$ cat config.mk
export PLATFORM = sky130hd
export DESIGN_NAME = spm_cmd_arm
export DESIGN_NICKNAME = d
export VERILOG_FILES = /design/src/rtl/spm_arm_pkg.sv /design/src/rtl/spm_arm_ctrl.sv /design/src/rtl/spm_arm_dpath.sv /design/src/rtl/spm_cmd_arm.sv
export SDC_FILE = /design/constraint.sdc
export NUM_CORES = 1
export LEC_CHECK = 0
export ABC_AREA = 1
export CAP_MARGIN = 10
export CORE_MARGIN = 4
export CORE_UTILIZATION = 44
export CTS_CLUSTER_DIAMETER = 30
export DETAILED_ROUTE_END_ITERATION = 7
export GPL_TIMING_DRIVEN = 0
export PLACE_DENSITY = 0.79
export SYNTH_ARGS = -nofsm -noshare
export SYNTH_HDL_FRONTEND = slang
export SYNTH_HIERARCHICAL = 1
export SYNTH_SLANG_ARGS = --single-unit
$ cat constraint.sdc
create_clock -name clk -period 2.4 [get_ports clk]
set_clock_uncertainty 0.15 [all_clocks]
set_input_delay 0.36 -clock clk [delete_from_list [all_inputs] [get_ports clk]]
set_output_delay 0.36 -clock clk [all_outputs]
set_load 0.01 [all_outputs]
$ cat src/rtl/spm_arm_pkg.sv
package spm_arm_pkg;
  localparam int CMD_W   = 5;
  localparam int NUM_CMD = 5;

  localparam int IDX_LOAD  = 0;
  localparam int IDX_ERASE = 1;
  localparam int IDX_WRITE = 2;
  localparam int IDX_LOCK  = 3;
  localparam int IDX_RWWEN = 4;

  typedef enum logic [2:0] {
    CODE_IDLE  = 3'd0,
    CODE_LOAD  = 3'd1,
    CODE_ERASE = 3'd2,
    CODE_WRITE = 3'd3,
    CODE_LOCK  = 3'd4
  } flashCode_e;

  // strobes from control to datapath
  typedef struct packed {
    logic doLoad;
    logic doErase;
    logic doWrite;
    logic doLock;
    logic doRwwEn;
    logic opBusy;
  } spmCtl_t;

  // legal pattern for command index: enable bit plus its own bit
  function automatic logic [CMD_W-1:0] cmdPattern(input int idx);
    return CMD_W'(1) | CMD_W'(1 << idx);
  endfunction
endpackage

$ cat src/rtl/spm_arm_ctrl.sv
module spm_arm_ctrl
  import spm_arm_pkg::*;
#(
  parameter int WINDOW = 4
) (
  input  logic             clk,
  input  logic             rstN,
  input  logic             ctrlWe,
  input  logic [CMD_W-1:0] ctrlWdata,
  input  logic             spmStrobe,
  input  logic             flashDone,
  output logic [CMD_W-1:0] armReg,
  output spmCtl_t          ctl
);
  localparam int TMR_W = $clog2(WINDOW + 1);

  logic [TMR_W-1:0]   timer;
  logic               opBusy;
  logic [NUM_CMD-1:0] wrHit;
  logic [NUM_CMD-1:0] armHit;
  logic               wrValid;
  logic               armed;
  logic               exec;
  logic               longCmd;

  for (genvar i = 0; i < NUM_CMD; i++) begin : g_decode
    assign wrHit[i]  = (ctrlWdata == cmdPattern(i));
    assign armHit[i] = (armReg == cmdPattern(i));
  end

  assign wrValid = |wrHit;
  assign armed   = |armReg;
  assign exec    = armed && !opBusy && spmStrobe;
  assign longCmd = armHit[IDX_ERASE] || armHit[IDX_WRITE];

  always_ff @(posedge clk or negedge rstN) begin
    if (!rstN) begin
      armReg <= '0;
      timer  <= '0;
      opBusy <= 1'b0;
    end else if (opBusy) begin
      if (flashDone) begin
        armReg <= '0;
        opBusy <= 1'b0;
      end
    end else if (exec) begin
      timer <= '0;
      if (longCmd) opBusy <= 1'b1;
      else         armReg <= '0;
    end else if (ctrlWe && wrValid) begin
      armReg <= ctrlWdata;
      timer  <= TMR_W'(WINDOW);
    end else if (armed) begin
      if (timer == TMR_W'(1)) armReg <= '0;
      timer <= timer - TMR_W'(1);
    end
  end

  always_comb begin
    ctl.doLoad  = exec && armHit[IDX_LOAD];
    ctl.doErase = exec && armHit[IDX_ERASE];
    ctl.doWrite = exec && armHit[IDX_WRITE];
    ctl.doLock  = exec && armHit[IDX_LOCK];
    ctl.doRwwEn = exec && armHit[IDX_RWWEN];
    ctl.opBusy  = opBusy;
  end


  arm_legal_chk: assert property (@(posedge clk) disable iff (!rstN)
    (armReg != '0) |-> ($countones(armHit) == 1));

  busy_holds_enable_chk: assert property (@(posedge clk) disable iff (!rstN)
    opBusy |-> (armReg[0] && (armReg[1] || armReg[2])));

  window_bound_chk: assert property (@(posedge clk) disable iff (!rstN)
    timer <= TMR_W'(WINDOW));

  armed_timer_chk: assert property (@(posedge clk) disable iff (!rstN)
    (armed && !opBusy) |-> (timer != '0));

  exec_onehot_chk: assert property (@(posedge clk) disable iff (!rstN)
    $onehot0({ctl.doLoad, ctl.doErase, ctl.doWrite, ctl.doLock, ctl.doRwwEn}));
endmodule

$ cat src/rtl/spm_arm_dpath.sv
module spm_arm_dpath
  import spm_arm_pkg::*;
#(
  parameter int ADDR_W    = 16,
  parameter int RWW_LIMIT = 16'h7000
) (
  input  logic              clk,
  input  logic              rstN,
  input  spmCtl_t           ctl,
  input  logic [ADDR_W-1:0] spmAddr,
  output logic              cmdStart,
  output flashCode_e        cmdCode,
  output logic [ADDR_W-1:0] cmdAddr,
  output logic              rwwBusy
);
  logic inRww;
  logic issue;
  logic [ADDR_W-1:0] loadAddr;

  assign inRww    = (spmAddr < RWW_LIMIT[ADDR_W-1:0]);
  assign issue    = ctl.doLoad || ctl.doErase || ctl.doWrite || ctl.doLock;
  assign loadAddr = {spmAddr[ADDR_W-1:1], 1'b0};

  always_ff @(posedge clk or negedge rstN) begin
    if (!rstN) begin
      cmdStart <= 1'b0;
      cmdCode  <= CODE_IDLE;
      cmdAddr  <= '0;
    end else begin
      cmdStart <= issue;
      if (issue) begin
        cmdAddr <= ctl.doLoad ? loadAddr : spmAddr;
        if (ctl.doLoad)       cmdCode <= CODE_LOAD;
        else if (ctl.doErase) cmdCode <= CODE_ERASE;
        else if (ctl.doWrite) cmdCode <= CODE_WRITE;
        else                  cmdCode <= CODE_LOCK;
      end
    end
  end

  always_ff @(posedge clk or negedge rstN) begin
    if (!rstN) rwwBusy <= 1'b0;
    else if ((ctl.doErase || ctl.doWrite) && inRww) rwwBusy <= 1'b1;
    else if (ctl.doLoad || ctl.doRwwEn) rwwBusy <= 1'b0;
  end


  rww_hold_chk: assert property (@(posedge clk) disable iff (!rstN)
    (ctl.opBusy && rwwBusy) |=> rwwBusy);

  start_pulse_chk: assert property (@(posedge clk) disable iff (!rstN)
    cmdStart |=> !cmdStart);

  load_align_chk: assert property (@(posedge clk) disable iff (!rstN)
    (cmdStart && cmdCode == CODE_LOAD) |-> !cmdAddr[0]);
endmodule

$ cat src/rtl/spm_cmd_arm.sv
module spm_cmd_arm
  import spm_arm_pkg::*;
#(
  parameter int ADDR_W    = 16,
  parameter int WINDOW    = 4,
  parameter int RWW_LIMIT = 16'h7000
) (
  input  logic              clk,
  input  logic              rstN,
  input  logic              ctrlWe,
  input  logic [4:0]        ctrlWdata,
  input  logic              irqEn,
  input  logic              globalIrqEn,
  input  logic              spmStrobe,
  input  logic [ADDR_W-1:0] spmAddr,
  input  logic              flashDone,
  output logic [4:0]        ctrlStatus,
  output logic              cmdStart,
  output logic [2:0]        cmdCode,
  output logic [ADDR_W-1:0] cmdAddr,
  output logic              rwwBusy,
  output logic              readyIrq
);
  spmCtl_t          ctl;
  flashCode_e       codeInt;
  logic [CMD_W-1:0] armReg;

  spm_arm_ctrl #(.WINDOW(WINDOW)) u_ctrl (
    .clk(clk), .rstN(rstN), .ctrlWe(ctrlWe), .ctrlWdata(ctrlWdata),
    .spmStrobe(spmStrobe), .flashDone(flashDone),
    .armReg(armReg), .ctl(ctl)
  );

  spm_arm_dpath #(.ADDR_W(ADDR_W), .RWW_LIMIT(RWW_LIMIT)) u_dpath (
    .clk(clk), .rstN(rstN), .ctl(ctl), .spmAddr(spmAddr),
    .cmdStart(cmdStart), .cmdCode(codeInt), .cmdAddr(cmdAddr),
    .rwwBusy(rwwBusy)
  );

  assign ctrlStatus = armReg;
  assign cmdCode    = codeInt;
  assign readyIrq   = !armReg[0] && irqEn && globalIrqEn;
endmodule

==> key figures <==
Die
  • Num rows: 21
  • Initial Util: 0.4552
  • Io pins: 55
  • Core area: 0.003337 sq mm
  • Die area: 0.004456 sq mm
  • Die width: 66.76 um
  • Die H: 66.76 um

Timing
  • Final min period: 2015 ps
  • Hold Vio Cnt, Final: 0
  • Worst rel slew slack: 0.4959
  • Fmax: 496.3 MHz
  • Max-slew violations: 0
  • Slew @ Worst Pin: 753.8 ps
  • Setup TNS: 0 ps
  • RSZ-0062 raised after global routing: no
  • Final setup viols: 0
  • Final worst-path cycle share: 0.8395

Status
  • Status: finished clean

Synth
  • Ys Warns: 6
  • Post-Syn Area: 0.001519 sq mm
  • Mean Syn Cell Area: 8.255 sq um
  • Syn nets: 214
  • Syn Inst Count: 184

Final layout
  • NumNets Final: 276
  • Storage element area: 750.7 sq um
  • Multi-input gate area: 655.6 sq um
  • Fill cells: 298
  • Antenna diodes: 0
  • Area grow syn2layout: 48.85%
  • Design area: 0.002261 sq mm
  • Ratio of cells with drive above 1 in the final layout: 0.1336

Worst setup path
  • Critical Path End Type: flop
  • CP Launch Type: flop
  • CP max FO: 10
  • R2R cell count: 8
  • Setup CP Type: reg -> reg
  • Crit path required time: 2480 ps
  • Reg2Reg Setup Slack: 390 ps
  • FF-to-FF End: u_dpath/cmdAddr[7]$_DFFE_PN0P_
  • R2R Path Start: u_ctrl/armReg[0]$_DFFE_PN0P_
  • WP data arrival: 2100 ps

Power and ir drop
  • Total power: 2.633 mW
  • NetSw: 926.5 uW
  • PD cells: 1165 mW/mm^2
  • Internal: 1.707 mW
  • Max VDD drop: 0.5709 mV
  • Seq pwr share: 0.334
  • Comb pwr share: 0.464
  • Net Sw Frac: 0.3518
  • Pleak: 1.110 nW
  • Clock network power share: 0.202

Route
  • WL/cell: 12.19 um
  • Post-route ant nets: 0
  • Vias/cell: 4.840
  • DRT Pass-1 Iters: 4
  • Drc violations: 0
  • Vias: 1418
  • Violation count after the first detailed-route iteration: 44
  • Drt total wl: 3.573 mm

Clocking
  • Worst-path clk slew: 100 ps
  • H-tree levels: 2
  • CTS tree: yes
  • TritonCTS Sinks: 30
  • Skew-Pair Late Insertion Delay: 320 ps
  • CTS Buffer Depth: 2
  • Total setup buffers inserted after CTS: 0
  • Root buffer cell: clkbuf_4
  • CTS Buf Count: 5

Job
  • Max Cap Violations: 0

Global route
  • GRT Resource Usage Total: 0.1690
  • Vias in the first global route: 1295
  • First-pass GRT wire length: 5.692 mm
  • Initial antenna violation count: 0
  • Remaining global-route overflow: 0
  • Largest net degree at the start of global routing: 17

Min path
  • Type of the most critical hold path: in -> async

Place
  • GPL Wtd Cong: 0.7434
  • Final HPWL DP: 2.697 mm
  • IO buf count: 54
  • Placement Cell Area: 0.002145 sq mm
-- layer usage --
layer | GRT usage | wire length, um
met1 | 0.2049 | 1596
met2 | 0.2884 | 1751
met5 | 0 | 0
met4 | 0.06091 | 56
met3 | 0.04216 | 169
-- repair_timing --
action,in CTS,in global routing
hold buffers,0,0
gates resized for setup,0,1
endpoints found under the setup margin,0,11
endpoints found under the hold margin,0,0
-- power groups by stage --
stage | logic (mW) | clock network [mW] | registers [mW]
2_1_floorplan | 0.575 | 0 | 0.954
3_3_place_gp | 1.19 | 0 | 0.873
3_5_place_dp | 1.22 | 0 | 0.884
4_1_cts | 1.23 | 0.542 | 0.878
5_1_grt | 1.34 | 0.573 | 0.903
6_report | 1.22 | 0.533 | 0.879
-- cell usage in the layout, fill, tap and decap left out --
cell type        instances
a21oi_1                  4
nand2_1                 65
o21ai_1                  2
clkbuf_4                 5
nor2_2                   4
xnor2_1                  1
nand3_2                  3
buf_16                   1
nor2_4                   2
inv_1                   19
inv_2                    4
dfrtp_1                 30
a21oi_2                  1
o21ai_0                  1
nor3_1                   2
nand3_1                  2
nand4_1                 19
buf_2                    4
clkbuf_8                 1
clkdlybuf4s50_1         54
nor3_2                   1
nand3_4                  1
nor2_1                  12
buf_6                    1
nand2_4                  2
bufinv_16                2
ha_1                     2
or2_1                    1
nor3_4                   1
-- critical path: stages, from the launching register on --
cell and delay [ps]:
dfrtp_1 430, inv_1 80, nor2_1 180, nand2_1 120
nor3_2 360, inv_2 180, buf_2 230, nand4_1 120
nand2_1 60
-- worst max path at each step --
stage	endpoint	start	slack (ps)
global route	u_dpath/cmdAddr[12]$_DFFE_PN0P_	u_ctrl/armReg[0]$_DFFE_PN0P_	230
detailed placement	u_dpath/cmdAddr[8]$_DFFE_PN0P_	spmStrobe	-110
CTS	u_dpath/cmdAddr[7]$_DFFE_PN0P_	u_ctrl/armReg[0]$_DFFE_PN0P_	180
finish	u_dpath/cmdAddr[7]$_DFFE_PN0P_	u_ctrl/armReg[0]$_DFFE_PN0P_	390
floorplan	u_dpath/cmdAddr[10]$_DFFE_PN0P_	u_ctrl/armReg[0]$_DFFE_PN0P_	480
global placement	u_dpath/cmdAddr[8]$_DFFE_PN0P_	spmStrobe	-90
-- area by class of cell --
class	count	share of cell area
inverters	23	0.03818
multi-input cells	126	0.2900
well taps	46	0.02546
clock buffers	6	0.02269
flip-flops and latches	30	0.3320
clock inverters	2	0.02656
repair buffers	55	0.2512
plain buffers	5	0.01384
-- state kept, by name, summed over array words and instances (netlist names) --
register and cells:
u_dpath/cmdAddr 16, u_ctrl/armReg 5, u_ctrl/timer 3, u_dpath/cmdCode 3, u_ctrl/opBusy 1, u_dpath/cmdStart 1, u_dpath/rwwBusy 1
-- per-stage QoR --
stage	std cells	util	setup WS, ps	hold WS [ps]
4_1_cts	293	0.6760	181.0	320.6
5_1_grt	293	0.6775	227.1	350.5
2_1_floorplan	184	-	482.1	-85.59
3_5_place_dp	285	0.6427	-110.3	335.8
6_report	293	0.6775	385.2	313.5
3_3_place_gp	284	0.6344	-94.94	312.5
Power figures use the tool's default switching activity.
